## src/rtl/sym9_pkg.sv

```systemverilog
package sym9_pkg;

    localparam int BYTE_W = 8;

    typedef enum logic [2:0] {
        S_IDLE = 3'd0,
        S_RDLO = 3'd1,
        S_RDHI = 3'd2,
        S_CAP  = 3'd3,
        S_WRLO = 3'd4,
        S_WRHI = 3'd5,
        S_NEXT = 3'd6,
        S_FIN  = 3'd7
    } seq_state_e;

endpackage

```

## src/rtl/sym9_locate.sv

```systemverilog
// Turns a symbol index into the byte pair and bit offset it covers.
module sym9_locate #(
    parameter int IDX_W       = 9,
    parameter int SYM_W       = 9,
    parameter int CHUNK_BYTES = 512,
    parameter int ADDR_W      = 9
) (
    input  logic [IDX_W-1:0]  idx,
    output logic [ADDR_W-1:0] lo_addr,
    output logic [ADDR_W-1:0] hi_addr,
    output logic [2:0]        shift,
    output logic              skip,
    output logic              trunc
);
    localparam int PROD_W = IDX_W + $clog2(SYM_W) + 1;
    localparam int POS_W  = PROD_W - 3;
    localparam logic [POS_W-1:0] END_POS = POS_W'(CHUNK_BYTES);

    logic [PROD_W-1:0] prod;
    logic [POS_W-1:0]  pos;

    always_comb begin
        prod = PROD_W'(idx) * PROD_W'(SYM_W);
        if (prod[2:0] == 3'd0) begin
            pos   = prod[PROD_W-1:3] - POS_W'(1);
            shift = 3'd7;
        end else begin
            pos   = prod[PROD_W-1:3];
            shift = prod[2:0] - 3'd1;
        end
        skip    = (idx == '0) || (pos > END_POS);
        trunc   = (pos == END_POS);
        lo_addr = ADDR_W'(pos - POS_W'(1));
        hi_addr = pos[ADDR_W-1:0];
    end
endmodule

```

## src/rtl/sym9_merge.sv

```systemverilog
// XORs a shifted error mask into a two-byte window.
module sym9_merge
    import sym9_pkg::*;
#(
    parameter int SYM_W = 9
) (
    input  logic [SYM_W-1:0]  mask,
    input  logic [2:0]        shift,
    input  logic [BYTE_W-1:0] lo_in,
    input  logic [BYTE_W-1:0] hi_in,
    output logic [BYTE_W-1:0] lo_out,
    output logic [BYTE_W-1:0] hi_out
);
    localparam int WIN_W = 2 * BYTE_W;

    logic [WIN_W-1:0] pat;

    always_comb begin
        pat    = WIN_W'(mask) << shift;
        lo_out = lo_in ^ pat[BYTE_W-1:0];
        hi_out = hi_in ^ pat[WIN_W-1:BYTE_W];
    end
endmodule

```

## src/rtl/sym9_patch.sv

```systemverilog
module sym9_patch
    import sym9_pkg::*;
#(
    parameter int CHUNK_BYTES = 512,
    parameter int SLOTS       = 4,
    parameter int SYM_W       = 9,
    parameter int IDX_W       = 9,
    parameter int CNT_W       = 3,
    parameter int ADDR_W      = $clog2(CHUNK_BYTES)
) (
    input  logic                    clk,
    input  logic                    rst_n,
    input  logic                    start,
    input  logic [CNT_W-1:0]        err_cnt,
    input  logic                    uncor,
    input  logic [SLOTS*IDX_W-1:0]  rep_idx,
    input  logic [SLOTS*SYM_W-1:0]  rep_mask,
    output logic                    mem_en,
    output logic                    mem_we,
    output logic [ADDR_W-1:0]       mem_addr,
    output logic [BYTE_W-1:0]       mem_wdata,
    input  logic [BYTE_W-1:0]       mem_rdata,
    output logic                    done,
    output logic                    fail
);
    localparam int SLOT_W = (SLOTS > 1) ? $clog2(SLOTS) : 1;
    localparam logic [CNT_W-1:0] MAX_CNT = CNT_W'(SLOTS);

    typedef struct packed {
        seq_state_e                   state;
        logic [SLOT_W-1:0]            slot;
        logic                         fail;
        logic [BYTE_W-1:0]            lo;
        logic [BYTE_W-1:0]            hi;
        logic [SLOTS-1:0][IDX_W-1:0]  idx;
        logic [SLOTS-1:0][SYM_W-1:0]  mask;
    } seq_t;

    seq_t st_d, st_q;

    logic [ADDR_W-1:0] lo_addr, hi_addr;
    logic [2:0]        shift;
    logic              skip, trunc, cnt_ok;
    logic [BYTE_W-1:0] new_lo, new_hi;

    sym9_locate #(
        .IDX_W(IDX_W), .SYM_W(SYM_W),
        .CHUNK_BYTES(CHUNK_BYTES), .ADDR_W(ADDR_W)
    ) u_locate (
        .idx     (st_q.idx[st_q.slot]),
        .lo_addr (lo_addr),
        .hi_addr (hi_addr),
        .shift   (shift),
        .skip    (skip),
        .trunc   (trunc)
    );

    sym9_merge #(.SYM_W(SYM_W)) u_merge (
        .mask   (st_q.mask[st_q.slot]),
        .shift  (shift),
        .lo_in  (st_q.lo),
        .hi_in  (st_q.hi),
        .lo_out (new_lo),
        .hi_out (new_hi)
    );

    assign cnt_ok = (err_cnt != '0) && (err_cnt <= MAX_CNT);

    always_comb begin
        st_d      = st_q;
        mem_en    = 1'b0;
        mem_we    = 1'b0;
        mem_addr  = lo_addr;
        mem_wdata = '0;
        done      = 1'b0;
        fail      = 1'b0;
        case (st_q.state)
            S_IDLE: begin
                if (start) begin
                    st_d.idx  = rep_idx;
                    st_d.mask = rep_mask;
                    st_d.fail = uncor;
                    if (uncor || !cnt_ok) begin
                        st_d.state = S_FIN;
                    end else begin
                        st_d.slot  = SLOT_W'(err_cnt - CNT_W'(1));
                        st_d.state = S_RDLO;
                    end
                end
            end
            S_RDLO: begin
                if (skip) begin
                    st_d.state = S_NEXT;
                end else begin
                    mem_en     = 1'b1;
                    mem_addr   = lo_addr;
                    st_d.state = S_RDHI;
                end
            end
            S_RDHI: begin
                mem_en     = !trunc;
                mem_addr   = hi_addr;
                st_d.lo    = mem_rdata;
                st_d.state = S_CAP;
            end
            S_CAP: begin
                st_d.hi    = trunc ? '0 : mem_rdata;
                st_d.state = S_WRLO;
            end
            S_WRLO: begin
                mem_en     = 1'b1;
                mem_we     = 1'b1;
                mem_addr   = lo_addr;
                mem_wdata  = new_lo;
                st_d.state = S_WRHI;
            end
            S_WRHI: begin
                mem_en     = !trunc;
                mem_we     = !trunc;
                mem_addr   = hi_addr;
                mem_wdata  = new_hi;
                st_d.state = S_NEXT;
            end
            S_NEXT: begin
                if (st_q.slot == '0) begin
                    st_d.state = S_FIN;
                end else begin
                    st_d.slot  = st_q.slot - SLOT_W'(1);
                    st_d.state = S_RDLO;
                end
            end
            S_FIN: begin
                done       = 1'b1;
                fail       = st_q.fail;
                st_d.state = S_IDLE;
            end
            default: st_d.state = S_IDLE;
        endcase
    end

    always_ff @(posedge clk or negedge rst_n) begin
        if (!rst_n) begin
            st_q <= '0;
        end else begin
            st_q <= st_d;
        end
    end
endmodule

```

## config.mk

```make
export PLATFORM = sky130hd
export DESIGN_NAME = sym9_patch
export DESIGN_NICKNAME = d
export VERILOG_FILES = /design/src/rtl/sym9_pkg.sv /design/src/rtl/sym9_locate.sv /design/src/rtl/sym9_merge.sv /design/src/rtl/sym9_patch.sv
export SDC_FILE = /design/constraint.sdc
export NUM_CORES = 1
export LEC_CHECK = 0
export ABC_AREA = 1
export BUFFER_PORTS_ARGS = -buffer_cell sky130_fd_sc_hd__clkbuf_2
export CAP_MARGIN = 20
export CORE_AREA = 2 2 103 105
export CTS_CLUSTER_SIZE = 24
export DETAILED_ROUTE_END_ITERATION = 10
export DIE_AREA = 0 0 105 107
export PLACE_DENSITY_LB_ADDON = 0.3
export REMOVE_ABC_BUFFERS = 1
export SKIP_LAST_GASP = 1
export SLEW_MARGIN = 15
export SYNTH_ARGS = -nofsm -noshare
export SYNTH_HDL_FRONTEND = slang
export SYNTH_SLANG_ARGS = --single-unit
```

## constraint.sdc

```tcl
create_clock -name clk -period 6.75 [get_ports clk]
set_clock_uncertainty 0.05 [all_clocks]
set_input_delay 0 -clock clk [delete_from_list [all_inputs] [get_ports clk]]
set_output_delay 0 -clock clk [all_outputs]
set_load 0.005 [all_outputs]
```

==> results of run 1 <==
Yosys cell counts (all sizes together):
master,number,area [um^2]
a21oi,22,121
a21boi,1,7.51
nand2,354,1370
nand3b,2,15.0
ha,18,225
nor3,5,25.0
or2,3,18.8
inv,78,298
clkinv,1,3.75
clkbuf,16,60.1
xnor2,4,35.0
nor2,41,196
a32oi,2,17.5
buf,18,136
nor4,1,6.26
o21ai,82,440
fa,1,20.0
xor2,8,70.1
o31ai,1,7.51
o22ai,7,43.8
nand4,9,56.3
nand3,55,323
mux2i,3,30.0
dfrtp,94,2350
and2,3,23.8
o211ai,1,7.51
area by class of cell:
| type | count | area share |
|---|---|---|
| Clock buffer | 10 | 0.0184 |
| Clock inverter | 6 | 0.00853 |
| Inverter | 79 | 0.0403 |
| Multi-Input combinational cell | 623 | 0.410 |
| Sequential cell | 94 | 0.314 |
| Tap cell | 136 | 0.0227 |
| Timing Repair Buffer | 193 | 0.186 |
worst reg2reg max path: stages (launching register included):
cell,delay (ns)
dfrtp_1,0.63
inv_2,0.43
o21ai_0,0.16
o22ai_1,0.28
ha_1,0.31
ha_1,0.24
fa_1,0.47
inv_1,0.09
nand3_1,0.13
nor2_4,0.16
nand3b_1,0.13
nand2_2,0.09
nor2_4,0.15
nand3_4,0.09
nor2_4,0.09
nand3_2,0.23
nand2_1,0.13
nand2_1,0.08
nand2_1,0.06
nand4_1,0.06
timing repair:
item	in CTS	in global routing
endpoints found under the hold margin	117	0
endpoints found under the setup margin	0	0
hold buffers	82	0
final timing paths:
path / endpoint / depth (start not counted)
setup / recovery: mem_en / 19
hold / removal: st_q[89] / 5
setup reg to reg: st_q[93] / 19
hold reg to reg: st_q[59] / 2
max in group asynchronous: st_q[19] / 3
min in group asynchronous: st_q[87] / 2
stage by stage:
| step | cell area (um^2) | util | hold WS [ns] | setup WS (ns) |
|---|---|---|---|---|
| 2_1_floorplan | 5720 | - | -0.346 | 2.85 |
| 3_3_place_gp | 6460 | 0.640 | -0.0859 | 2.78 |
| 3_5_place_dp | 6460 | 0.640 | -0.0852 | 2.63 |
| 4_1_cts | 7480 | 0.741 | 0.0167 | 2.25 |
| 5_1_grt | 7480 | 0.741 | 0.0723 | 1.82 |
| 6_report | 7480 | 0.741 | 0.0384 | 2.21 |
cell families (layout without fill, tap and decap cells):
kind of cell               count (synthesis)  after routing  synth area share
and+or+nand+nor                          473            473             0.344
AOI/OAI and AO/OA                        116            116             0.109
buffers and inverters                    113            288            0.0842
DFF                                       94             94             0.398
adders and majority gates                 19             19            0.0415
xor gates and xnor gates                  12             12            0.0178
muxes                                      3              3           0.00508
routing by layer:
metal  share of wire  track usage
met1            0.45        0.381
met3           0.061       0.0419
met4           0.019       0.0838
met2            0.47        0.478
met5               0            0
==> impl_metrics.env, run 1 <==
export IMPL_drc=0
export IMPL_reg2reg_from="st_q[90]"
export IMPL_nNetsFinal=1106
export IMPL_cpMostUsedCell="nor2_4"
export IMPL_drive_above_1_share=0.179
export IMPL_final_cells=1141
export IMPL_ios=108
export IMPL_start_util=0.586
export IMPL_die_h_um=107
export IMPL_cts_sinks=94
export IMPL_yosys_warnings=0
export IMPL_min_period_ns=4.54
export IMPL_netlist_area_um2=5910
export IMPL_seqCellArea_um2=2350
export IMPL_antenna_found_initial=0
export IMPL_worstHoldStart="start"
export IMPL_fillCellCount=801
export IMPL_slew_violations=0
export IMPL_startpoint="st_q[90]"
export IMPL_clk_insertion_delay_late_ns=0.36
export IMPL_fin_tns_setup_ns=0
export IMPL_layout_common_cells="nand2_1, clkbuf_2, dfrtp_1"
export IMPL_critPathCaptureType="output port"
export IMPL_drv_cap=0
export IMPL_synth_cell_type_count=43
export IMPL_path_buf_inv=3
export IMPL_ys_ff_latch=94
export IMPL_multi_input_area_um2=3070
export IMPL_gp_congestion=0.851
export IMPL_final_common_cell="nand2_1"
export IMPL_drt_iter0_drc=351
export IMPL_first_pass_iters=5
export IMPL_crit_type="reg2out"
export IMPL_grt_pass1_wl_mm=25.8
export IMPL_tightest_slew_ns=0.864
export IMPL_min_period_over_period=0.673
export IMPL_fp_dieArea_um2=11200
export IMPL_wire_per_inst_um=13.6
export IMPL_hold_violations=0
export IMPL_cts_max_path_buffers=2
export IMPL_top_regs="st_q: 94 flops"
export IMPL_syn2layout_area_growth_pct=26.5
export IMPL_crit_chain="inv_2, o21ai_0, o22ai_1, ha_1, ha_1, fa_1, inv_1, nand3_1, nor2_4, nand3b_1, nand2_2, nor2_4, nand3_4, nor2_4, nand3_2, nand2_1, nand2_1, o21ai_2, clkbuf_2"
export IMPL_worstPathRequired_ns=6.70
export IMPL_syn_inst=830
export IMPL_largest_register_ffs=94
export IMPL_grtUsageTotal=0.283
export IMPL_core_area_um2=10100
export IMPL_dp_cells=1043
export IMPL_hp_class="in2reg"
export IMPL_critPathLaunchType="flip-flop"
export IMPL_setup_viol=0
export IMPL_grt_pass1_vias=5676
export IMPL_die_width_um=105
export IMPL_cp_slowest_cell="dfrtp_1"
export IMPL_cpLargestDelayFamily="simple AND/OR/NAND/NOR gates"
export IMPL_slew_limit_headroom=0.422
export IMPL_grt_max_degree=79
export IMPL_cts_resized_gates=0
export IMPL_htreeDepth=3
export IMPL_crit_arrival_ns=4.49
export IMPL_io_buffers=107
export IMPL_top_register="st_q"
export IMPL_cts_buffers=9
export IMPL_tritoncts="yes"
export IMPL_status="completed"
export IMPL_cp_max_fo=22
export IMPL_ys_seq_area_frac=0.398
export IMPL_cts_root_buf="clkbuf_8"
export IMPL_rsz0062_at_grt="no"
export IMPL_clock_fmax_mhz=220
export IMPL_max_stage_delay_ns=0.63
export IMPL_postCtsSetupBuffers=0
export IMPL_syn_avg_cell_area_um2=7.12
export IMPL_diodes=0
export IMPL_viasPerCell=5.20
export IMPL_wirelength_mm=15.5
export IMPL_vias=5932
export IMPL_r2r_slack_ns=2.57
export IMPL_row_count=37
export IMPL_clkTransAtPathRegs_ns=0.10
export IMPL_antenna_left=0
export IMPL_grt_overflow_total=0
export IMPL_hpwl_mm=9.95
Power of run 1 is not shown: default switching activity piles up to over one toggle a cycle in this logic, so the estimate is an artifact.
==> run 2, diff against run 1 <==
CORE_AREA = 2 2 105 107   (was 2 2 103 105)
DIE_AREA = 0 0 107 109   (was 0 0 105 107)
clock period = 4.4 ns   (was 6.75 ns; I/O delays follow)
==> run 2 against run 1 <==
Wire length down 1.5%; die area up 3.8%; first-iteration DRC count down 1.4%; critical path depth unchanged; final area up 0.43%; critical endpoint unchanged; sequential share of layout area down 0.12 points.
==> impl_metrics.env, run 2 (same netlist as run 1, synthesis figures left out) <==
export IMPL_status="completed"
export IMPL_ios=108
export IMPL_first_pass_iters=6
export IMPL_die_width_um=107
export IMPL_hp_class="in2reg"
export IMPL_drv_cap=0
export IMPL_grt_overflow_total=0
export IMPL_layout_common_cells="nand2_1, clkbuf_2, dfrtp_1"
export IMPL_tightest_slew_ns=0.940
export IMPL_top_register="st_q"
export IMPL_cts_max_path_buffers=2
export IMPL_setup_viol=0
export IMPL_cts_root_buf="clkbuf_8"
export IMPL_io_buffers=107
export IMPL_drt_iter0_drc=346
export IMPL_grt_pass1_vias=5387
export IMPL_critPathCaptureType="output port"
export IMPL_top_regs="st_q: 94 flops"
export IMPL_fp_dieArea_um2=11700
export IMPL_grtUsageMet2=0.450
export IMPL_slew_limit_headroom=0.371
export IMPL_cts_buffers=9
export IMPL_critPathLaunchType="flip-flop"
export IMPL_wirelength_mm=15.2
export IMPL_core_area_um2=10600
export IMPL_gp_congestion=0.840
export IMPL_start_util=0.558
export IMPL_crit_type="reg2out"
export IMPL_tritoncts="yes"
export IMPL_syn2layout_area_growth_pct=27.1
export IMPL_grtUsageTotal=0.269
export IMPL_clkTransAtPathRegs_ns=0.09
export IMPL_final_common_cell="nand2_1"
export IMPL_vias=5844
export IMPL_diodes=0
export IMPL_wire_per_inst_um=13.3
export IMPL_drive_above_1_share=0.184
export IMPL_nNetsFinal=1108
export IMPL_cts_sinks=94
export IMPL_clk_insertion_delay_late_ns=0.36
export IMPL_antenna_found_initial=0
export IMPL_postCtsSetupBuffers=0
export IMPL_fin_area_um2=7510
export IMPL_clock_fmax_mhz=248
export IMPL_placed_area_um2=6480
export IMPL_slew_violations=0
export IMPL_cp_max_fo=33
export IMPL_row_count=38
export IMPL_die_h_um=109
export IMPL_viasPerCell=5.10
export IMPL_min_period_ns=4.04
export IMPL_crit_arrival_ns=3.99
export IMPL_antenna_left=0
export IMPL_hold_violations=0
export IMPL_htreeDepth=3
export IMPL_grt_busiest_layer="met2"
export IMPL_grt_use_met3=0.0371
export IMPL_use_met1=0.368
export IMPL_fin_tns_setup_ns=0
export IMPL_largest_register_ffs=94
export IMPL_grt_max_degree=61
export IMPL_min_period_over_period=0.918
export IMPL_hpwl_mm=10.1
export IMPL_grt_pass1_wl_mm=24.8
export IMPL_drc=0
export IMPL_worstPathRequired_ns=4.35
## run 2: critical path: stages, from the launching register on
cell and delay, ns:
dfrtp_2 0.53, inv_6 0.24, nor2_1 0.08, o22ai_2 0.27, ha_1 0.29, ha_1 0.24
fa_1 0.45, inv_1 0.08, nand3_1 0.13, nor2_4 0.16, nand3b_1 0.13, nand2_2 0.09
nor2_4 0.15, nand3_4 0.09, nor2_4 0.12, nand3_4 0.17, nand2_1 0.10, nand2_1 0.07
o21ai_2 0.11, clkbuf_2 0.12
## run 2: what timing repair did
item | in CTS | in global routing
gates resized for setup | 0 | 5
endpoints found under the setup margin | 0 | 3
hold buffers | 82 | 0
hold endpoints to repair | 133 | 0
## run 2: path summary, 6_finish.rpt
check                                end  slack (ns)      from  cells after the start
worst max-delay path              mem_en        0.36  st_q[89]                     19
worst min-delay path            st_q[89]        0.05     start                      5
worst max register to register  st_q[93]        0.71  st_q[89]                     19
worst min register to register  st_q[13]        0.43  st_q[13]                      2
max in group asynchronous       st_q[40]        3.13     rst_n                      3
min in group asynchronous       st_q[44]        0.12     rst_n                      2
## run 2: metrics by stage
stage / instances / utilization / hold slack, ns / setup WS [ns]
floorplan: 796 / - / -0.346 / 0.505
finish: 1147 / 0.709 / 0.0457 / 0.362
CTS: 1147 / 0.707 / 0.0232 / 0.0435
global placement: 1049 / 0.611 / -0.0110 / 0.519
global route: 1147 / 0.709 / 0.0669 / -0.0145
detailed placement: 1049 / 0.611 / -0.00523 / 0.381
## run 2: layer usage
layer | routed length [um] | vias up | part of all wire
li1 | - | 2988 | -
met5 | 0 | - | 0
met1 | 6960 | 2642 | 0.46
met2 | 7240 | 186 | 0.48
met4 | 297 | 0 | 0.019
met3 | 739 | 28 | 0.048
## run 2: layout make-up
| type | count | area (um^2) |
|---|---|---|
| clock buffer | 9 | 124 |
| clock inverter | 7 | 66.3 |
| fill | 883 | 3090 |
| inverter | 79 | 303 |
| multi-input combinational | 623 | 3090 |
| sequential | 94 | 2350 |
| tap | 140 | 175 |
| timing repair buffer | 195 | 1400 |
Power of run 2 is left out for the same reason.
==> run 3, diff against run 2 <==
CORE_AREA = 2 2 87 130   (was 2 2 105 107)
CTS_CLUSTER_SIZE = unset   (was 24)
DIE_AREA = 0 0 89 132   (was 0 0 107 109)
==> run 3 against run 2 <==
Critical path depth increased by 1; worst hold slack got worse by 0.011 ns; die area increased by 0.73%; critical endpoint unchanged; final cell count rose by 0.26%; worst setup slack gained 0.013 ns; critical path type unchanged; register-to-register slack lost 0.02 ns; first-iteration DRC count decreased by 20%.
==> impl_metrics.env, run 3 (same netlist as run 1, synthesis figures left out) <==
export IMPL_start_util=0.558
export IMPL_core_area_um2=10600
export IMPL_holdPathEnd="st_q[90]"
export IMPL_fin_tns_setup_ns=0
export IMPL_setup_viol=0
export IMPL_clock_fmax_mhz=248
export IMPL_final_common_cell="nand2_1"
export IMPL_crit_chain="inv_6, nand2_1, a32oi_1, ha_1, ha_1, fa_1, inv_1, nand3_1, nor2_4, nand3_2, nor2_2, nand3_1, nand3_1, nand2_1, inv_2, nand3_4, nand2_1, nand2_1, o21ai_2, clkbuf_2"
export IMPL_fillCellCount=892
export IMPL_ios=108
export IMPL_place_ws_ns=0.457
export IMPL_worstPathRequired_ns=4.35
export IMPL_layout_common_cells="nand2_1, clkbuf_2, dfrtp_1"
export IMPL_top_register="st_q"
export IMPL_min_period_ns=4.02
export IMPL_first_pass_iters=5
export IMPL_gp_congestion=0.864
export IMPL_multi_input_area_um2=3080
export IMPL_row_count=46
export IMPL_cpLargestDelayFamily="simple AND/OR/NAND/NOR gates"
export IMPL_cts_buffers=9
export IMPL_cpMostUsedCell="nand2_1"
export IMPL_r2r_slack_ns=0.69
export IMPL_io_buffers=107
export IMPL_hpwl_mm=10.1
export IMPL_whs_path_depth=5
export IMPL_max_stage_delay_ns=0.50
export IMPL_drt_iter0_drc=278
export IMPL_dp_cells=1052
export IMPL_cts_sinks=94
export IMPL_final_cells=1150
export IMPL_cp_slowest_cell="dfrtp_2"
export IMPL_critPathLaunchType="flip-flop"
export IMPL_cts_root_buf="clkbuf_16"
export IMPL_diodes=0
export IMPL_min_period_over_period=0.915
export IMPL_crit_type="reg2out"
export IMPL_worstHoldStart="start"
export IMPL_reg2reg_from="st_q[89]"
export IMPL_die_h_um=132
export IMPL_crit_arrival_ns=3.97
export IMPL_antenna_found_initial=0
export IMPL_fp_dieArea_um2=11700
export IMPL_drv_cap=0
export IMPL_largest_register_ffs=94
export IMPL_setup_ws_ns=0.375
export IMPL_holdWs_ns=0.0346
export IMPL_status="completed"
export IMPL_tightest_slew_ns=0.903
export IMPL_path_buf_inv=4
export IMPL_drive_above_1_share=0.182
export IMPL_grt_pass1_wl_mm=25.3
export IMPL_wirelength_mm=15.5
export IMPL_seqCellArea_um2=2350
export IMPL_drc=0
export IMPL_critPathCaptureType="output port"
export IMPL_rr_worst_depth=20
export IMPL_top_regs="st_q: 94 flops"
export IMPL_grt_overflow_total=0
export IMPL_nNetsFinal=1107
export IMPL_grt_pass1_vias=5514
export IMPL_cp_max_fo=33
export IMPL_viasPerCell=5.13
export IMPL_postCtsSetupBuffers=0
export IMPL_vias=5897
export IMPL_syn2layout_area_growth_pct=28.7
export IMPL_r2r_end="st_q[93]"
export IMPL_htreeDepth=3
export IMPL_grt_max_degree=64
export IMPL_grtUsageTotal=0.270
export IMPL_die_width_um=89
export IMPL_slew_violations=0
export IMPL_clkTransAtPathRegs_ns=0.07
export IMPL_wire_per_inst_um=13.5
export IMPL_tritoncts="yes"
export IMPL_hold_violations=0
export IMPL_slew_limit_headroom=0.396
export IMPL_hp_class="in2reg"
export IMPL_rsz0062_at_grt="no"
export IMPL_cp_depth=20
export IMPL_antenna_left=0
export IMPL_cts_max_path_buffers=2
export IMPL_clk_insertion_delay_late_ns=0.34
-- run 3: cell types whose count changed in the layout (fill, tap and decap cells not counted), sizes merged --
cell,delta
clkbuf,+2
clkinv,-2
buf,-1
-- run 3: per-stage QoR --
| step | utilization | area [um^2] |
|---|---|---|
| after floorplan | - | 5720 |
| after global placement | 0.612 | 6480 |
| after CTS | 0.717 | 7590 |
| after global routing | 0.718 | 7610 |
| after detailed placement | 0.612 | 6480 |
| final | 0.718 | 7610 |
-- run 3: repair_timing --
item,in CTS,in global routing
hold buffers,82,0
hold endpoints to repair,138,0
resized for setup,0,4
endpoints found under the setup margin,0,2
-- run 3: cell type report --
cell class                 instances  share of cell area
multi-input combinational        623               0.405
clock inverter                     5             0.00510
inverter                          79              0.0396
sequential                        94               0.309
timing repair buffer             194               0.184
clock buffer                      11              0.0332
tap                              144              0.0237
-- run 3: worst reg2reg max path: stages, from the launching register on --
cell and delay, ns:
dfrtp_2 0.50, inv_6 0.22, nand2_1 0.08, a32oi_1 0.28, ha_1 0.30, ha_1 0.24, fa_1 0.45, inv_1 0.08
nand3_1 0.13, nor2_4 0.16, nand3_2 0.11, nor2_2 0.16, nand3_1 0.12, nand3_1 0.08, nand2_1 0.06, inv_2 0.08
nand3_4 0.16, nand2_1 0.10, nand2_1 0.08, nand2_1 0.07, nand4_1 0.07
-- run 3: how the worst max path moves through the flow --
stage / from / to / slack, ns
floorplan: st_q[89] / st_q[93] / 0.50
global placement: st_q[89] / st_q[93] / 0.55
detailed placement: st_q[89] / st_q[93] / 0.46
CTS: st_q[89] / mem_en / 0.09
global route: st_q[89] / mem_en / 0.07
finish: st_q[89] / mem_en / 0.38
-- run 3: metal layers --
| layer | global-route usage | up-vias | part of all wire |
|---|---|---|---|
| met4 | 0.0837 | 0 | 0.025 |
| met1 | 0.358 | 2705 | 0.42 |
| li1 | - | 2973 | - |
| met5 | 0 | - | 0 |
| met2 | 0.453 | 183 | 0.51 |
| met3 | 0.0388 | 36 | 0.047 |
Power of run 3 is left out for the same reason.
